[config.mk]
export PLATFORM = sky130hd
export DESIGN_NAME = e1t1_mapper
export DESIGN_NICKNAME = d
export VERILOG_FILES = /design/src/rtl/e1t1_pkg.sv /design/src/rtl/e1t1_pos_counter.sv /design/src/rtl/e1t1_slot_map.sv /design/src/rtl/e1t1_f_hold.sv /design/src/rtl/e1t1_mapper.sv
export SDC_FILE = /design/constraint.sdc
export NUM_CORES = 1
export LEC_CHECK = 0
export CORE_MARGIN = 10
export CORE_UTILIZATION = 55
export DETAILED_ROUTE_END_ITERATION = 12
export GPL_TIMING_DRIVEN = 0
export PLACE_DENSITY_LB_ADDON = 0.15
export SLEW_MARGIN = 10
export SYNTH_ARGS = -nofsm -noshare
export SYNTH_HDL_FRONTEND = slang
export SYNTH_HIERARCHICAL = 1
export SYNTH_SLANG_ARGS = --single-unit
export TNS_END_PERCENT = 100
[constraint.sdc]
create_clock -name clk -period 2.9 [get_ports clk]
set_clock_uncertainty 0.1 [all_clocks]
set_input_delay 0.87 -clock clk [delete_from_list [all_inputs] [get_ports clk]]
set_output_delay 0.87 -clock clk [all_outputs]
set_load 0.02 [all_outputs]
[src/rtl/e1t1_pkg.sv]
package e1t1_pkg;
  typedef enum logic [1:0] {
    MAP_GAP16  = 2'b00,
    MAP_FILL4  = 2'b01,
    MAP_CONT   = 2'b10,
    MAP_NONE   = 2'b11
  } map_mode_e;

  typedef struct packed {
    logic keep;
    logic is_fbit;
    logic use_held;
    logic capture;
  } map_dec_t;
endpackage

[src/rtl/e1t1_pos_counter.sv]
module e1t1_pos_counter #(
  parameter int SLOTS = 32,
  parameter int BITS  = 8,
  localparam int SW = $clog2(SLOTS),
  localparam int BW = $clog2(BITS)
) (
  input  logic          clk,
  input  logic          rst_n,
  input  logic          bit_en,
  input  logic          frame_pulse,
  output logic [SW-1:0] cur_slot,
  output logic [BW-1:0] cur_bit
);
  localparam logic [SW-1:0] LAST_SLOT = SW'(SLOTS - 1);
  localparam logic [BW-1:0] LAST_BIT  = BW'(BITS - 1);

  logic [SW-1:0] slot_q, slot_d;
  logic [BW-1:0] bit_q, bit_d;

  always_comb begin
    cur_slot = frame_pulse ? '0 : slot_q;
    cur_bit  = frame_pulse ? '0 : bit_q;
    if (cur_bit == LAST_BIT) begin
      bit_d  = '0;
      slot_d = (cur_slot == LAST_SLOT) ? '0 : cur_slot + 1'b1;
    end else begin
      bit_d  = cur_bit + 1'b1;
      slot_d = cur_slot;
    end
  end

  always_ff @(posedge clk or negedge rst_n) begin
    if (!rst_n) begin
      slot_q <= '0;
      bit_q  <= '0;
    end else if (bit_en) begin
      slot_q <= slot_d;
      bit_q  <= bit_d;
    end
  end


  pos_hold_chk: assert property (@(posedge clk) disable iff (!rst_n)
    !bit_en |=> ($stable(slot_q) && $stable(bit_q)));


  pos_restart_chk: assert property (@(posedge clk) disable iff (!rst_n)
    (bit_en && frame_pulse) |=> (slot_q == '0 && bit_q == BW'(1)));
endmodule

[src/rtl/e1t1_slot_map.sv]
module e1t1_slot_map
  import e1t1_pkg::*;
#(
  parameter int SLOTS      = 32,
  parameter int BITS       = 8,
  parameter int FILL_GROUP = 4,
  localparam int SW = $clog2(SLOTS),
  localparam int BW = $clog2(BITS)
) (
  input  map_mode_e     mode,
  input  logic [SW-1:0] slot,
  input  logic [BW-1:0] bitn,
  output map_dec_t      dec
);
  localparam logic [SW-1:0] LO_FIRST  = SW'(1);
  localparam logic [SW-1:0] LO_LAST   = SW'(15);
  localparam logic [SW-1:0] HI_FIRST  = SW'(17);
  localparam logic [SW-1:0] HI_LAST   = SW'(25);
  localparam logic [SW-1:0] F_SRC     = SW'(26);
  localparam logic [SW-1:0] CONT_LAST = SW'(24);
  localparam logic [SW-1:0] FG_MASK   = SW'(FILL_GROUP - 1);
  localparam logic [BW-1:0] LAST_BIT  = BW'(BITS - 1);

  logic at_fbit;
  assign at_fbit = (slot == '0) && (bitn == LAST_BIT);

  always_comb begin
    dec = '0;
    unique case (mode)
      MAP_GAP16: begin
        dec.keep     = ((slot >= LO_FIRST) && (slot <= LO_LAST)) ||
                       ((slot >= HI_FIRST) && (slot <= HI_LAST));
        dec.is_fbit  = at_fbit;
        dec.use_held = at_fbit;
        dec.capture  = (slot == F_SRC) && (bitn == '0);
      end
      MAP_FILL4: begin
        dec.keep    = (slot != '0) && ((slot & FG_MASK) != '0);
        dec.is_fbit = at_fbit;
      end
      MAP_CONT: begin
        dec.keep    = (slot >= LO_FIRST) && (slot <= CONT_LAST);
        dec.is_fbit = at_fbit;
      end
      default: dec = '0;
    endcase
  end


  fbit_not_kept_chk: assert final (!(dec.keep && dec.is_fbit));
endmodule

[src/rtl/e1t1_f_hold.sv]
module e1t1_f_hold (
  input  logic clk,
  input  logic rst_n,
  input  logic cap_en,
  input  logic cap_bit,
  output logic held_bit
);
  logic held_q;

  always_ff @(posedge clk or negedge rst_n) begin
    if (!rst_n) held_q <= 1'b0;
    else if (cap_en) held_q <= cap_bit;
  end

  assign held_bit = held_q;


  held_stable_chk: assert property (@(posedge clk) disable iff (!rst_n)
    !cap_en |=> $stable(held_q));
endmodule

[src/rtl/e1t1_mapper.sv]
module e1t1_mapper
  import e1t1_pkg::*;
#(
  parameter int SLOTS      = 32,
  parameter int BITS       = 8,
  parameter int FILL_GROUP = 4
) (
  input  logic       clk,
  input  logic       rst_n,
  input  logic       in_bit,
  input  logic       in_en,
  input  logic       in_fp,
  input  logic [1:0] mode_sel,
  output logic       out_bit,
  output logic       out_vld,
  output logic       out_fstart
);
  localparam int SW = $clog2(SLOTS);
  localparam int BW = $clog2(BITS);

  map_mode_e     mode_q, mode_cur;
  logic [SW-1:0] slot;
  logic [BW-1:0] bitn;
  map_dec_t      dec;
  logic          held_bit;
  logic          bit_d, vld_d, fs_d;
  logic          bit_q, vld_q, fs_q;

  e1t1_pos_counter #(.SLOTS(SLOTS), .BITS(BITS)) pos_i (
    .clk(clk), .rst_n(rst_n), .bit_en(in_en), .frame_pulse(in_fp),
    .cur_slot(slot), .cur_bit(bitn)
  );

  assign mode_cur = in_fp ? map_mode_e'(mode_sel) : mode_q;

  e1t1_slot_map #(.SLOTS(SLOTS), .BITS(BITS), .FILL_GROUP(FILL_GROUP)) map_i (
    .mode(mode_cur), .slot(slot), .bitn(bitn), .dec(dec)
  );

  e1t1_f_hold hold_i (
    .clk(clk), .rst_n(rst_n), .cap_en(in_en && dec.capture),
    .cap_bit(in_bit), .held_bit(held_bit)
  );

  always_comb begin
    vld_d = in_en && (dec.keep || dec.is_fbit);
    fs_d  = in_en && dec.is_fbit;
    bit_d = vld_d ? (dec.use_held ? held_bit : in_bit) : 1'b0;
  end

  always_ff @(posedge clk or negedge rst_n) begin
    if (!rst_n) begin
      mode_q <= MAP_GAP16;
      bit_q  <= 1'b0;
      vld_q  <= 1'b0;
      fs_q   <= 1'b0;
    end else begin
      if (in_en) mode_q <= mode_cur;
      bit_q <= bit_d;
      vld_q <= vld_d;
      fs_q  <= fs_d;
    end
  end

  assign out_bit    = bit_q;
  assign out_vld    = vld_q;
  assign out_fstart = fs_q;


  fstart_with_vld_chk: assert property (@(posedge clk) disable iff (!rst_n)
    out_fstart |-> out_vld);


  idle_no_vld_chk: assert property (@(posedge clk) disable iff (!rst_n)
    !in_en |=> !out_vld);


  mode_hold_chk: assert property (@(posedge clk) disable iff (!rst_n)
    !(in_en && in_fp) |=> $stable(mode_q));


  reserved_quiet_chk: assert property (@(posedge clk) disable iff (!rst_n)
    (in_en && mode_cur == MAP_NONE) |=> !out_vld);
endmodule

== After elaboration in Yosys (flattened, before gate mapping) ==
Index checks and enable logic that the tools add are counted.

* Add/subtract/negate cells: 2
* Magnitude comparators: 5
* Equality and inequality tests: 5
* Multiplexer cells: 10
* Reductions and logical operators: 16

{| class="wikitable"
|+ Operators by type and width
! operator !! number
|-
| 2-to-1 mux 5 bit || 3
|-
| == test 5 bit (second input constant) || 2
|-
| less-or-equal comparator 5 bit (second input constant) || 2
|-
| nonzero test 5 bit || 2
|-
| logical AND 1 bit || 9
|-
| 2-to-1 mux 3 bit || 2
|-
| case mux 2 bit (3 select lines) || 1
|-
| adder 5 x 1 -> 5 bit (second input constant) || 1
|-
| greater-or-equal comparator 5 x 1 -> 1 bit (second input constant) || 1
|-
| greater-or-equal comparator 5 bit (second input constant) || 1
|-
| less-or-equal comparator 5 x 4 -> 1 bit (second input constant) || 1
|-
| zero test 5 bit || 1
|-
| 2-to-1 mux 2 bit || 2
|-
| adder 3 x 1 -> 3 bit (second input constant) || 1
|-
| == test 3 bit (second input constant) || 1
|-
| zero test 3 bit || 1
|-
| == test 2 x 1 -> 1 bit (second input constant) || 1
|-
| == test 2 bit (second input constant) || 1
|-
| zero test 2 bit || 1
|-
| logical OR 1 bit || 2
|-
| 2-to-1 mux 1 bit || 2
|}

* Register bits after elaboration: 14
* Bits of input ports: 7
* Output and inout port bits: 3

== Longest topological paths before layout ==
Gate-level depths: netlist of the first run.

* Word-level depth: 8
* Depth in mapped cells: 8
* Mapped depth without buffers: 7

== By module ==
Netlist of the first run, hierarchy kept.

{| class="wikitable"
|+ By module, submodules not included
! module !! times used !! cells each !! area each (µm²)
|-
| e1t1_pos_counter || 1 || 46 || 483.0
|-
| e1t1_mapper || 1 || 15 || 220.2
|-
| e1t1_slot_map || 1 || 16 || 107.6
|-
| e1t1_f_hold || 1 || 2 || 40.0
|}

== Least setup slack after synthesis of the first run ==
OpenSTA, ideal clock, no wires.

* Kind: input to register
* Start: in in_fp
* End: reg pos_i.slot_q[2]
* Arrival time: 2214 ps
* Path slack: 468 ps
* Cell stages on the path: 8
* Path buffers: 1
* Cells stage by stage: buf_4 nor2b_1 ha_1 and3_1 ha_1 nand2b_1 o221ai_1 a21o_1

* Word-level cells in the longest chain between the ends: 4
* Elaborated cells on any way between the ends: 7
* Classes of those cells: add/sub: 1; eq/ne: 2; mux: 4

{| class="wikitable"
|+ RTL lines
! item !! line !! text
|-
| from (decl) || e1t1_mapper.sv:12 || <nowiki>input logic in_fp,</nowiki>
|-
| 2-to-1 mux 5 bit (*) || e1t1_pos_counter.sv:21 || <nowiki>cur_slot = frame_pulse ? '0 : slot_q;</nowiki>
|-
| net slot[0] || e1t1_mapper.sv:22 || <nowiki>logic [SW-1:0] slot;</nowiki>
|-
| adder 5 x 1 -> 5 bit or == test 5 bit (tied branches) || e1t1_pos_counter.sv:25 || <nowiki>slot_d = (cur_slot == LAST_SLOT) ? '0 : cur_slot + 1'b1;</nowiki>
|-
| 2-to-1 mux 5 bit (*) || e1t1_pos_counter.sv:25 ||
|-
| 2-to-1 mux 5 bit (*) || e1t1_pos_counter.sv:23 || <nowiki>if (cur_bit == LAST_BIT) begin</nowiki>
|-
| to (signal assigned) || e1t1_pos_counter.sv:37 || <nowiki>slot_q <= slot_d;</nowiki>
|-
| to (decl) || e1t1_pos_counter.sv:17 || <nowiki>logic [SW-1:0] slot_q, slot_d;</nowiki>
|}

The timed path passes the listed nets; every way through them passes the cells marked *.
A chain may end at the register's enable or synchronous reset.

== Worst setup path after layout of the first run ==
Same ends and word-level chain as after synthesis.

==> metrics.txt, run 1 <==
Post-Syn Instances 79; antenna cells 0; io pins 10; GRT Overall Usage 0.0963; Seq/Total Area, Yosys 0.412; DRT met1 WL 734 um; Layout Nets 104; Routed Antenna Nets 0; initial core utilization 0.571; first-pass GRT wire length 2600 um; Yosys Warn Count 6; Post-DP HPWL 1180 um; Hold Startpoint pos_i/slot_q[4]; Vias/cell 5.96; #FFs+latches synth 14; count leader, synth dfrtp_1; Max Cap Violations 0; Clock Tree Root clkbuf_4; share of layout cells above drive strength 1 0.209; max_slew headroom 0.571; max-slew violations 0; Setup-failing EPs final 0; CP required 2.98 ns; Critical Setup Path Class in2reg; met3 wire length 111 um; fmax 405 MHz; Leakage 0.457 nW; CTS tree built; Fin. Hold Viols 0; Slew @ Worst Pin 0.641 ns; number of placed cells counting well taps 104; setup TNS 0 ns; unrepaired setup endpoints after global routing false; Worst EP arrival 2.55 ns; CTS Buf Count 3; post-synth cell types 33; Synth async-reset ratio 1.00; peak supply drop 272 uV; wire per inst 14.7 um; top-area cell type share of the netlist area 0.412; Total Die Area 3520 um^2; clk buf depth 2; Crit. End Element register; CORE AREA 1490 um^2; post-CTS setup buffers 0; drt pass-1 iters 4; final cell count without fillers 107; HP Class reg2reg; pre-CTS WS -0.342 ns; via count 638; status completed; Clk pin slew, worst setup/hold paths 0.08 ns; Die Wd 59.3 um; number of flops mapped to enable cells by yosys 0; clock latency on the worst-skew pair 0.28 ns; largest net degree at the start of global routing 15; Core Util, Final 0.666; Syn Area/Cell 10.8 um^2; initial antenna violation count 0; Worst Setup Start Kind input port; GPL Wtd Cong 0.883; final WL 1580 um; syn nets 90; most frequent cells after synthesis dfrtp_1, nor2b_1, mux2_2; DRC viols 0; Worst R2R Start pos_i/slot_q[0]; Final WS setup 0.433 ns; metal2 WL 690 um; Area contributors post-synth dfrtp_1, mux2_2, nor2b_1; Design Area, Final 991 um^2; Final Cycle Share 0.851; setup slack, reg-to-reg 0.97 ns; Worst setup startpoint in_fp; IO Port Bufs 9; Pwr Density 415 nW/um^2; row cnt 14; mapped cell area 851 um^2; Crit Path Max Fanout 10; die height 59.3 um; Yosys top cell by area dfrtp_1; DRT iter0 DRCs 8; Highest Signal Layer met4; grt ovf 0; dominant synthesized flop cell dfrtp_1; Final min period 2.47 ns; vias in the first global route 583; sinks on the clock net 14; DP Area 961 um^2; Area growth, synth to finish 16.5%; CTS HTree Levels 1
## state kept, by name, indices dropped and copies added, names as in the netlist
signal,count
hold_i/held_bit,1
out_bit,1
pos_i/bit_q,3
pos_i/slot_q,5
out_vld,1
out_fstart,1
mode_q,2
## critical path, stage by stage
cell and delay (ns):
dlymetal6s2s_1 0.20, buf_4 0.21, nor2b_2 0.24, ha_1 0.23, and3_1 0.17, ha_1 0.18
nand2b_1 0.14, o221ai_1 0.13, a21o_1 0.19
## area by class of cell
class,count,area (um^2)
fill,107,498
multi-input combinational,61,482
sequential,14,350
timing repair buffer,9,92.6
clock buffer,3,22.5
buffer,3,20.0
tap,16,20.0
inverter,1,3.75
## cell usage in the layout, fill, tap and decap left out
cell,instances
a211oi_1,1
a21o_1,2
a21oi_1,2
a22o_1,1
a32o_1,2
a32oi_1,1
and2_1,2
and3_1,1
and4_1,1
buf_2,1
buf_4,2
clkbuf_4,3
clkdlybuf4s50_1,8
dfrtp_1,14
dlymetal6s2s_1,1
ha_1,4
inv_1,1
mux2_2,5
mux2_4,3
mux2i_1,2
nand2_1,4
nand2_2,1
nand2b_1,1
nand4_1,2
nor2_1,4
nor2b_1,7
nor2b_2,2
nor3_1,1
nor3_2,1
nor4_1,1
nor4b_1,1
nor4b_2,1
o21a_1,2
o21ai_0,3
o221ai_1,1
o22ai_1,1
or2_1,1
## kinds of logic after synthesis
kind of cell               count (synthesis)  synth area share
adders and majority gates                  4            0.0588
buffers and inverters                      4            0.0279
muxes                                     10             0.143
DFF                                       14             0.412
AOI/OAI and AO/OA                         16             0.135
and+or+nand+nor                           31             0.224
## through the flow
step | hold slack (ns) | power, mW
6_report | 0.390 | 0.411
3_5_place_dp | 0.376 | 0.304
4_1_cts | 0.396 | 0.418
2_1_floorplan | 0.358 | 0.277
3_3_place_gp | 0.373 | 0.302
5_1_grt | 0.423 | 0.433
## repair_timing
| action | CTS | global route |
|---|---|---|
| hold buffers | 0 | 0 |
| gates resized for setup | 2 | 1 |
| endpoints found under the setup margin | 1 | 5 |
| pin swaps | 0 | 0 |
## where the power goes
part	leakage (nW)	total (mW)	switching (mW)	internal, mW
clock network	0.0138	0.111	0.0624	0.0483
registers	0.184	0.220	0.00836	0.212
logic	0.259	0.0801	0.0384	0.0417
## final timing paths
check	endpoint	depth (start not counted)
min in group asynchronous	mode_q[1]	1
hold reg to reg	pos_i/slot_q[4]	1
hold / removal	pos_i/slot_q[4]	1
setup reg to reg	pos_i/slot_q[2]	7
max in group asynchronous	pos_i/slot_q[1]	1
setup / recovery	pos_i/slot_q[2]	9
## metal layers
layer,up-vias,track usage
met5,-,0
met4,0,0.0689
met3,5,0.0429
met2,13,0.137
met1,306,0.111
li1,314,-
Power figures use the tool's default switching activity.
==> run 2: changes to the inputs <==
- SLEW_MARGIN: 10 -> 20
==> results of run 2 <==
Same layout as run 1: the final DEF is identical, and so are final timing and power.
